[src/rtl/pwm_stair_pkg.sv]
package pwm_stair_pkg;
   // restrict the requested increment exponent so that quarters are whole levels
   function automatic int clamp_log(input int req, input int width);
      int r;
      r = req;
      if (r < 2) r = 2;
      if (r > width) r = width;
      return r;
   endfunction
endpackage

[src/rtl/pwm_phase_sync.sv]
module pwm_phase_sync #(
   parameter int W = 8
) (
   input  logic         clk,
   input  logic         rst_n,
   input  logic         strobe_i,
   input  logic [W-1:0] phase_i,
   output logic [W-1:0] cnt_o
);
   localparam logic [W-1:0] ONE = W'(1);

   logic [W-1:0] cnt_q;
   logic [W-1:0] dly_q;
   logic         armed_q;

   always_ff @(posedge clk) begin
      if (!rst_n) begin
         cnt_q   <= '0;
         dly_q   <= '0;
         armed_q <= 1'b0;
      end else if (strobe_i) begin
         if (phase_i == '0) begin
            cnt_q   <= '0;
            armed_q <= 1'b0;
         end else begin
            cnt_q   <= cnt_q + ONE;
            dly_q   <= phase_i - ONE;
            armed_q <= 1'b1;
         end
      end else if (armed_q && dly_q == '0) begin
         cnt_q   <= '0;
         armed_q <= 1'b0;
      end else begin
         cnt_q <= cnt_q + ONE;
         if (armed_q) dly_q <= dly_q - ONE;
      end
   end

   assign cnt_o = cnt_q;

   p_phase_zero_r7: assert property (@(posedge clk) disable iff (!rst_n)
      (strobe_i && phase_i == '0) |=> cnt_q == '0);

   p_period_wrap_r6: assert property (@(posedge clk) disable iff (!rst_n)
      (!strobe_i && !armed_q && (&cnt_q)) |=> cnt_q == '0);
endmodule

[src/rtl/pwm_step_seq.sv]
module pwm_step_seq #(
   parameter int W     = 8,
   parameter int SPS_W = 8,
   parameter int LOG_W = 4
) (
   input  logic             clk,
   input  logic             rst_n,
   input  logic             start_i,
   input  logic             strobe_i,
   input  logic [LOG_W-1:0] steps_log_i,
   input  logic [SPS_W-1:0] sps_i,
   output logic             busy_o,
   output logic             done_o,
   output logic [W:0]       idx_o,
   output logic [LOG_W-1:0] shift_o
);
   import pwm_stair_pkg::*;

   localparam logic [W:0]       IDX_ONE = (W+1)'(1);
   localparam logic [SPS_W-1:0] CNT_ONE = SPS_W'(1);

   logic             busy_q, done_q;
   logic [W:0]       idx_q;
   logic [SPS_W-1:0] scnt_q, sps_q;
   logic [LOG_W-1:0] lvl_q;
   logic [LOG_W-1:0] lvl_req;
   logic [SPS_W-1:0] sps_req;
   logic [W:0]       last_w;
   logic             level_end;

   always_comb begin
      lvl_req   = LOG_W'(clamp_log(int'(steps_log_i), W));
      sps_req   = (sps_i == '0) ? CNT_ONE : sps_i;
      last_w    = IDX_ONE << lvl_q;
      level_end = (scnt_q == sps_q - CNT_ONE);
   end

   always_ff @(posedge clk) begin
      if (!rst_n) begin
         busy_q <= 1'b0;
         done_q <= 1'b0;
         idx_q  <= '0;
         scnt_q <= '0;
         sps_q  <= CNT_ONE;
         lvl_q  <= LOG_W'(W);
      end else begin
         done_q <= 1'b0;
         if (!busy_q) begin
            if (start_i) begin
               busy_q <= 1'b1;
               idx_q  <= '0;
               scnt_q <= '0;
               sps_q  <= sps_req;
               lvl_q  <= lvl_req;
            end
         end else if (strobe_i) begin
            if (level_end) begin
               scnt_q <= '0;
               if (idx_q == last_w) begin
                  busy_q <= 1'b0;
                  done_q <= 1'b1;
               end else begin
                  idx_q <= idx_q + IDX_ONE;
               end
            end else begin
               scnt_q <= scnt_q + CNT_ONE;
            end
         end
      end
   end

   assign busy_o  = busy_q;
   assign done_o  = done_q;
   assign idx_o   = idx_q;
   assign shift_o = LOG_W'(W) - lvl_q;

   p_done_pulse_r8: assert property (@(posedge clk) disable iff (!rst_n)
      done_q |=> !done_q);

   p_done_after_busy_r8: assert property (@(posedge clk) disable iff (!rst_n)
      done_q |-> (!busy_q && $past(busy_q)));

   p_start_ignored_r3: assert property (@(posedge clk) disable iff (!rst_n)
      (busy_q && start_i && !strobe_i) |=> (busy_q && $stable(idx_q)));

   p_idx_bound_r4: assert property (@(posedge clk) disable iff (!rst_n)
      busy_q |-> idx_q <= last_w);

   p_hold_level_r5: assert property (@(posedge clk) disable iff (!rst_n)
      (busy_q && !strobe_i) |=> ($stable(idx_q) && $stable(scnt_q)));
endmodule

[src/rtl/pwm_stair_gen.sv]
module pwm_stair_gen #(
   parameter  int DUTY_W = 8,
   parameter  int SPS_W  = 8,
   localparam int LOG_W  = $clog2(DUTY_W + 1)
) (
   input  logic              clk,
   input  logic              rst_n,
   input  logic              start_i,
   input  logic              strobe_i,
   input  logic [LOG_W-1:0]  steps_log_i,
   input  logic [SPS_W-1:0]  sps_i,
   input  logic [DUTY_W-1:0] phase_i,
   output logic              pwm_o,
   output logic [DUTY_W:0]   step_idx_o,
   output logic              busy_o,
   output logic              done_o
);
   if (DUTY_W < 2) begin : g_bad_duty_w
      $error("pwm_stair_gen: DUTY_W must be at least 2");
   end
   if (SPS_W < 1) begin : g_bad_sps_w
      $error("pwm_stair_gen: SPS_W must be at least 1");
   end

   logic [DUTY_W-1:0] pos_w;
   logic [DUTY_W:0]   idx_w;
   logic [DUTY_W:0]   duty_w;
   logic [LOG_W-1:0]  shift_w;
   logic              busy_w;

   pwm_phase_sync #(.W(DUTY_W)) u_sync (
      .clk      (clk),
      .rst_n    (rst_n),
      .strobe_i (strobe_i),
      .phase_i  (phase_i),
      .cnt_o    (pos_w)
   );

   pwm_step_seq #(.W(DUTY_W), .SPS_W(SPS_W), .LOG_W(LOG_W)) u_seq (
      .clk         (clk),
      .rst_n       (rst_n),
      .start_i     (start_i),
      .strobe_i    (strobe_i),
      .steps_log_i (steps_log_i),
      .sps_i       (sps_i),
      .busy_o      (busy_w),
      .done_o      (done_o),
      .idx_o       (idx_w),
      .shift_o     (shift_w)
   );

   always_comb begin
      duty_w = idx_w << shift_w;
      pwm_o  = busy_w && ({1'b0, pos_w} < duty_w);
   end

   assign step_idx_o = idx_w;
   assign busy_o     = busy_w;
endmodule

[config.mk]
export PLATFORM = sky130hd
export DESIGN_NAME = pwm_stair_gen
export DESIGN_NICKNAME = d
export VERILOG_FILES = /design/src/rtl/pwm_stair_pkg.sv /design/src/rtl/pwm_phase_sync.sv /design/src/rtl/pwm_step_seq.sv /design/src/rtl/pwm_stair_gen.sv
export SDC_FILE = /design/constraint.sdc
export NUM_CORES = 1
export LEC_CHECK = 0
export CORE_UTILIZATION = 57
export DETAILED_ROUTE_END_ITERATION = 8
export PLACE_DENSITY = 0.9
export SYNTH_ARGS = -nofsm -noshare
export SYNTH_HDL_FRONTEND = slang
export SYNTH_SLANG_ARGS = --single-unit
[constraint.sdc]
create_clock -name clk -period 4.6 [get_ports clk]
set_input_delay 0.92 -clock clk [delete_from_list [all_inputs] [get_ports clk]]
set_output_delay 0.92 -clock clk [all_outputs]
set_load 0.005 [all_outputs]
==> results of run 1 <==
-- per-layer routing --
| metal | GRT usage, % | up-vias | part of all wire, % |
|---|---|---|---|
| met3 | 3.79 | 10 | 4.3 |
| met2 | 46.9 | 93 | 50 |
| met4 | 7.45 | 0 | 1.0 |
| met5 | 0 | - | 0 |
| met1 | 34.0 | 1554 | 45 |
| li1 | - | 1569 | - |
-- worst paths after layout --
path                                 startpoint  slack, ps              end
worst min register to register  u_sync.dly_q[7]        490  u_sync.dly_q[7]
worst min-delay path            u_sync.dly_q[7]        490  u_sync.dly_q[7]
worst max-delay path             u_seq.lvl_q[1]        220            pwm_o
worst max register to register   u_seq.sps_q[0]       1970   u_seq.idx_o[6]
-- stage by stage --
stage / utilization (%) / power [mW] / std cells
floorplan: - / 0.612 / 428
global placement: 65.6 / 0.659 / 510
detailed placement: 65.6 / 0.669 / 510
CTS: 67.3 / 0.934 / 518
global route: 67.3 / 0.981 / 518
finish: 67.3 / 0.937 / 518
-- synth_stat cells (all sizes together), types with 5 or more instances --
cell type / number
a21oi: 35
and3: 11
buf: 7
clkbuf: 20
dfxtp: 48
ha: 18
inv: 16
mux2: 6
mux2i: 11
mux4: 5
nand2: 52
nand3: 21
nand4: 9
nor2: 40
nor2b: 5
nor3: 13
o21ai: 29
or3: 6
xnor2: 11
xor2: 8
-- area by class of cell --
type / count / area, um^2
inverter: 16 / 60.1
tap: 72 / 90.1
sequential: 48 / 961
clock buffer: 6 / 82.6
timing repair buffer: 37 / 365
fill: 430 / 1850
clock inverter: 2 / 13.8
multi-input combinational: 337 / 2220
-- cell families (layout without fill, tap and decap cells) --
family,after synthesis,count (layout),share of synthesized area (%)
fa+ha+maj,18,18,6.63
mux,22,22,8.55
flops,48,48,28.3
compound gates,102,102,18.6
buf+inv,43,61,6.26
xor+xnor,19,19,4.90
simple gates,176,176,26.8
-- state kept, by name, summed over array words and instances (netlist names) --
name / cells
u_seq.busy_o: 1
u_seq.done_o: 1
u_seq.idx_o: 9
u_seq.lvl_q: 4
u_seq.scnt_q: 8
u_seq.sps_q: 8
u_sync.armed_q: 1
u_sync.cnt_o: 8
u_sync.dly_q: 8
-- power by group through the flow --
stage | Combinational, mW | Sequential (mW) | Clock [mW]
global route | 0.229 | 0.459 | 0.293
finish | 0.207 | 0.456 | 0.274
global placement | 0.195 | 0.464 | 0
detailed placement | 0.204 | 0.465 | 0
CTS | 0.205 | 0.455 | 0.274
floorplan | 0.155 | 0.457 | 0
-- critical path: cells and delay by family (launching register included) --
family | cells | cell delay, ps
buffers and inverters | 2 | 580
and+or+nand+nor | 3 | 290
muxes | 2 | 830
AOI/OAI and AO/OA | 3 | 330
DFF | 1 | 410
adders and majority gates | 2 | 710
==> results.json, run 1 <==
{
  "status": "finished, final reports clean",
  "ant_nets": 0,
  "io_pins": 36,
  "path_clk_slew_ps": 90,
  "drt_first_pass_iters": 6,
  "drt_iter0_drc": 294,
  "syn_area_um2": 3400,
  "vias": 3226,
  "required_ps": 3680,
  "grt_pass1_wl_um": 13500,
  "relSlewSlack_pct": 40.4,
  "p_comb_share_pct": 22.1,
  "post_cts_resized": 0,
  "drt-wirelength-per-cell_um": 15.3,
  "cts-root-buf": "clkbuf_8",
  "min_period_over_period_pct": 95.3,
  "cpPeakStageDelay_ps": 560,
  "cts_buffers": 5,
  "hp-class": "flop to flop",
  "period_needed_ps": 4380,
  "wl_um": 7920,
  "grt-ovfl-total": 0,
  "fp.coreArea_um2": 5640,
  "synth_edf_count": 0,
  "htreeDepth": 2,
  "rows": 27,
  "power_switching_mw": 0.291,
  "diodes": 0,
  "cts_sinks": 48,
  "final_area_um2": 3800,
  "final_common_cell": "nand2_1",
  "postPlaceCellArea_um2": 3700,
  "finalNetCount": 487,
  "area_growth_pct": 11.7,
  "powerDensity_nw_per_um2": 247,
  "cts_tree": "done",
  "syn_area_per_cell_um2": 7.94,
  "power_frac_seq_pct": 48.6,
  "power_leakage_nw": 1.43,
  "place_ws_ps": 561,
  "fmax_mhz": 228,
  "vdd_drop_max_mv": 0.196,
  "io_buffer_count": 35,
  "syn_inst": 428,
  "final_cell_mix": "50 x nand2_1, 48 x dfxtp_1, 40 x nor2_1, 35 x a21oi_1, 35 x clkdlybuf4s50_1",
  "die_area_um2": 6270,
  "hpwl_um": 5790,
  "die_width_um": 79.2,
  "drv_slew": 0,
  "synth_cell_types": 65,
  "synth_flop_cell": "dfxtp_1",
  "cp_cell_sequence": "inv_1 > ha_1 > mux4_2 > mux2_2 > nand2_1 > ha_1 > o21ai_0 > a21oi_1 > o2111ai_1 > nand4b_1 > nand2_1 > clkdlybuf4s50_1",
  "startpoint_type": "flop",
  "cts_max_path_buffers": 2,
  "synth-seq-cells": 48,
  "clkLatencyLatePin_ps": 310,
  "synth_warnings": 0,
  "vias_per_cell": 6.23,
  "finalHoldViolations": 0,
  "swShare_pct": 31.1,
  "drive_gt1_share_pct": 7.85,
  "clkPwrFrac_pct": 29.2,
  "grt.total_usage_pct": 26.7,
  "die_y_um": 79.2,
  "crit_path_end_kind": "output pin",
  "crit_arrival_ps": 3460,
  "ys_seq_area_share_pct": 28.3,
  "routabilityCongestion": 0.910,
  "yosys-top-cells-area": "dfxtp_1 28%, ha_1 6.6%, nand2_1 5.5%, a21oi_1 5.2%, nor2_1 4.4%",
  "grt_max_degree": 27,
  "power.internal_mw": 0.646,
  "drc": 0,
  "rsz0062_at_grt": "false",
  "worstMarginPinSlew_ps": 892,
  "start_util_pct": 60.2,
  "yosys.area.top_type": "dfxtp_1",
  "setup_tns_ps": 0,
  "antenna_found_initial": 0,
  "timing.final.ws_setup_ps": 215,
  "syn-num-nets": 470,
  "setup-violations-final": 0,
  "holdBufCountCts": 0,
  "crit_fanout": 8,
  "holdWs_ps": 487,
  "whs_path_depth": 2,
  "path_class": "flop to output pin",
  "post_cts.repair.setup_buffers": 0,
  "yosysTopAreaCellShare_pct": 28.3,
  "worst_path_max_delay_cell": "mux4_2",
  "worst-r2r-cell-count": 9,
  "drv_cap": 0,
  "grt_pass1_vias": 2982,
  "finalClockSkew_ps": 6.99,
  "asyncSetResetFlopFracSynth_pct": 0
}
(Power assumes the default switching activity.)
==> run 2, diff against run 1 <==
- clock period: 4.6 -> 4.35 ns (I/O delays scaled with it)
==> results.json, run 2 (synthesis results as in run 1) <==
{
  "status": "finished, final reports clean",
  "drt_iter0_drc": 357,
  "crit_fanout": 14,
  "fin_util_pct": 68.6,
  "ant_nets": 0,
  "vdd_drop_max_mv": 0.213,
  "cts_max_path_buffers": 2,
  "clkLatencyLatePin_ps": 320,
  "grt_pass1_vias": 3058,
  "io_buffer_count": 35,
  "vias": 3297,
  "hp-class": "flop to flop",
  "use_met1_pct": 34.1,
  "period_needed_ps": 4150,
  "drc": 0,
  "grtUsageMet3_pct": 4.37,
  "finalClockSkew_ps": 15.2,
  "rows": 27,
  "cts_tree": "done",
  "grt-ovfl-total": 0,
  "min_period_over_period_pct": 95.3,
  "cts_buffers": 5,
  "final_common_cell": "nand2_1",
  "finalNetCount": 488,
  "place_ws_ps": 330,
  "multi_input_area_um2": 2250,
  "die_width_um": 79.2,
  "drt-wirelength-per-cell_um": 16.0,
  "drive_gt1_share_pct": 9.17,
  "vias_per_cell": 6.35,
  "setup-violations-final": 0,
  "grt_pass1_wl_um": 13900,
  "worstMarginPinSlew_ps": 673,
  "rsz0062_at_grt": "false",
  "cts-root-buf": "clkbuf_8",
  "drv_cap": 0,
  "area_growth_pct": 13.9,
  "io_pins": 36,
  "die_y_um": 79.2,
  "finalHoldViolations": 0,
  "drv_slew": 0,
  "htreeDepth": 2,
  "post_cts.repair.setup_buffers": 0,
  "grt.total_usage_pct": 27.6,
  "relSlewSlack_pct": 55.1,
  "startpoint_type": "flop",
  "antenna_found_initial": 0,
  "largest_reg_flops": 9,
  "wl_um": 8300,
  "grt_max_degree": 27,
  "fp.coreArea_um2": 5640,
  "crit_arrival_ps": 3280,
  "power_leakage_nw": 1.46,
  "fmax_mhz": 241,
  "diodes": 0,
  "busiest_layer": "met2",
  "cts_sinks": 48,
  "required_ps": 3480,
  "use_met2_pct": 47.8,
  "setup_tns_ps": 0,
  "hpwl_um": 5890,
  "path_clk_slew_ps": 90,
  "start_util_pct": 60.2,
  "drt_first_pass_iters": 5,
  "final_cell_mix": "50 x nand2_1, 46 x dfxtp_1, 40 x nor2_1, 35 x a21oi_1, 35 x clkdlybuf4s50_1",
  "crit_path_end_kind": "output pin",
  "routabilityCongestion": 0.906,
  "path_class": "flop to output pin",
  "timing.final.ws_setup_ps": 203,
  "powerDensity_nw_per_um2": 285,
  "regArea_um2": 963,
  "die_area_um2": 6270,
  "fill_cells": 418
}
run 2: cell count changes in the layout (fill, tap and decap cells not counted), sizes merged:
cell	previous run	this run
clkinv	1	0
clkbuf	6	5
buf	2	3
bufinv	0	2
run 2: critical path, stage by stage, from the launching register on:
cell             delay (ps)
dfxtp_1                 320
buf_4                   190
nor3_1                  330
xnor2_2                 230
nor2b_2                 250
nand3_1                 110
ha_1                    280
a21boi_1                120
o21ai_1                 150
a21oi_1                  80
o2111ai_1               170
nand4b_1                140
nand2_1                 100
clkdlybuf4s50_1         500
run 2: final cells by class:
type	instances	area share, %
Timing Repair Buffer	38	9.63
Inverter	16	1.55
Tap cell	72	2.33
Sequential cell	48	24.9
Clock inverter	3	1.78
Clock buffer	5	1.78
Multi-Input combinational cell	337	58.0
run 2: final timing paths:
kind                                       from              end  slack (ps)  cells past startpoint
worst max-delay path             u_seq.lvl_q[0]            pwm_o         200                     13
worst min-delay path            u_sync.cnt_o[0]  u_sync.cnt_o[0]         490                      1
worst max register to register   u_seq.sps_q[0]   u_seq.idx_o[8]        1600                      9
worst min register to register  u_sync.cnt_o[0]  u_sync.cnt_o[0]         490                      1
run 2: report_power, final:
group / internal (mW) / total, mW / leakage, nW / switching [mW]
Combinational: 0.0997 / 0.227 / 0.997 / 0.127
Clock: 0.231 / 0.394 / 0.0687 / 0.163
Sequential: 0.457 / 0.484 / 0.392 / 0.0262
Total: 0.789 / 1.10 / 1.46 / 0.316
run 2: what timing repair did:
action / 4_1_cts / 5_1_grt
pin swaps: 0 / 0
endpoints found under the setup margin: 1 / 1
hold buffers: 0 / 0
resized for setup: 1 / 5
run 2: metrics by stage:
| stage | hold slack (ps) | total power [mW] | std cells | area, um^2 |
|---|---|---|---|---|
| after floorplan | 438 | 0.648 | 428 | 3400 |
| after detailed placement | 478 | 0.709 | 511 | 3710 |
| after CTS | 494 | 1.09 | 519 | 3850 |
| final | 492 | 1.10 | 519 | 3870 |
| after global routing | 507 | 1.15 | 519 | 3870 |
| after global placement | 461 | 0.698 | 511 | 3710 |
run 2: layer usage:
layer / vias to the layer above / wire, um
met5: - / 0
met4: 0 / 206
met3: 24 / 467
met2: 136 / 4080
li1: 1580 / -
met1: 1557 / 3550
==> run 3, diff against run 2 <==
- SKIP_LAST_GASP: unset -> 1
==> results of run 3 <==
Final layout, timing and power as in run 2 (identical DEF).
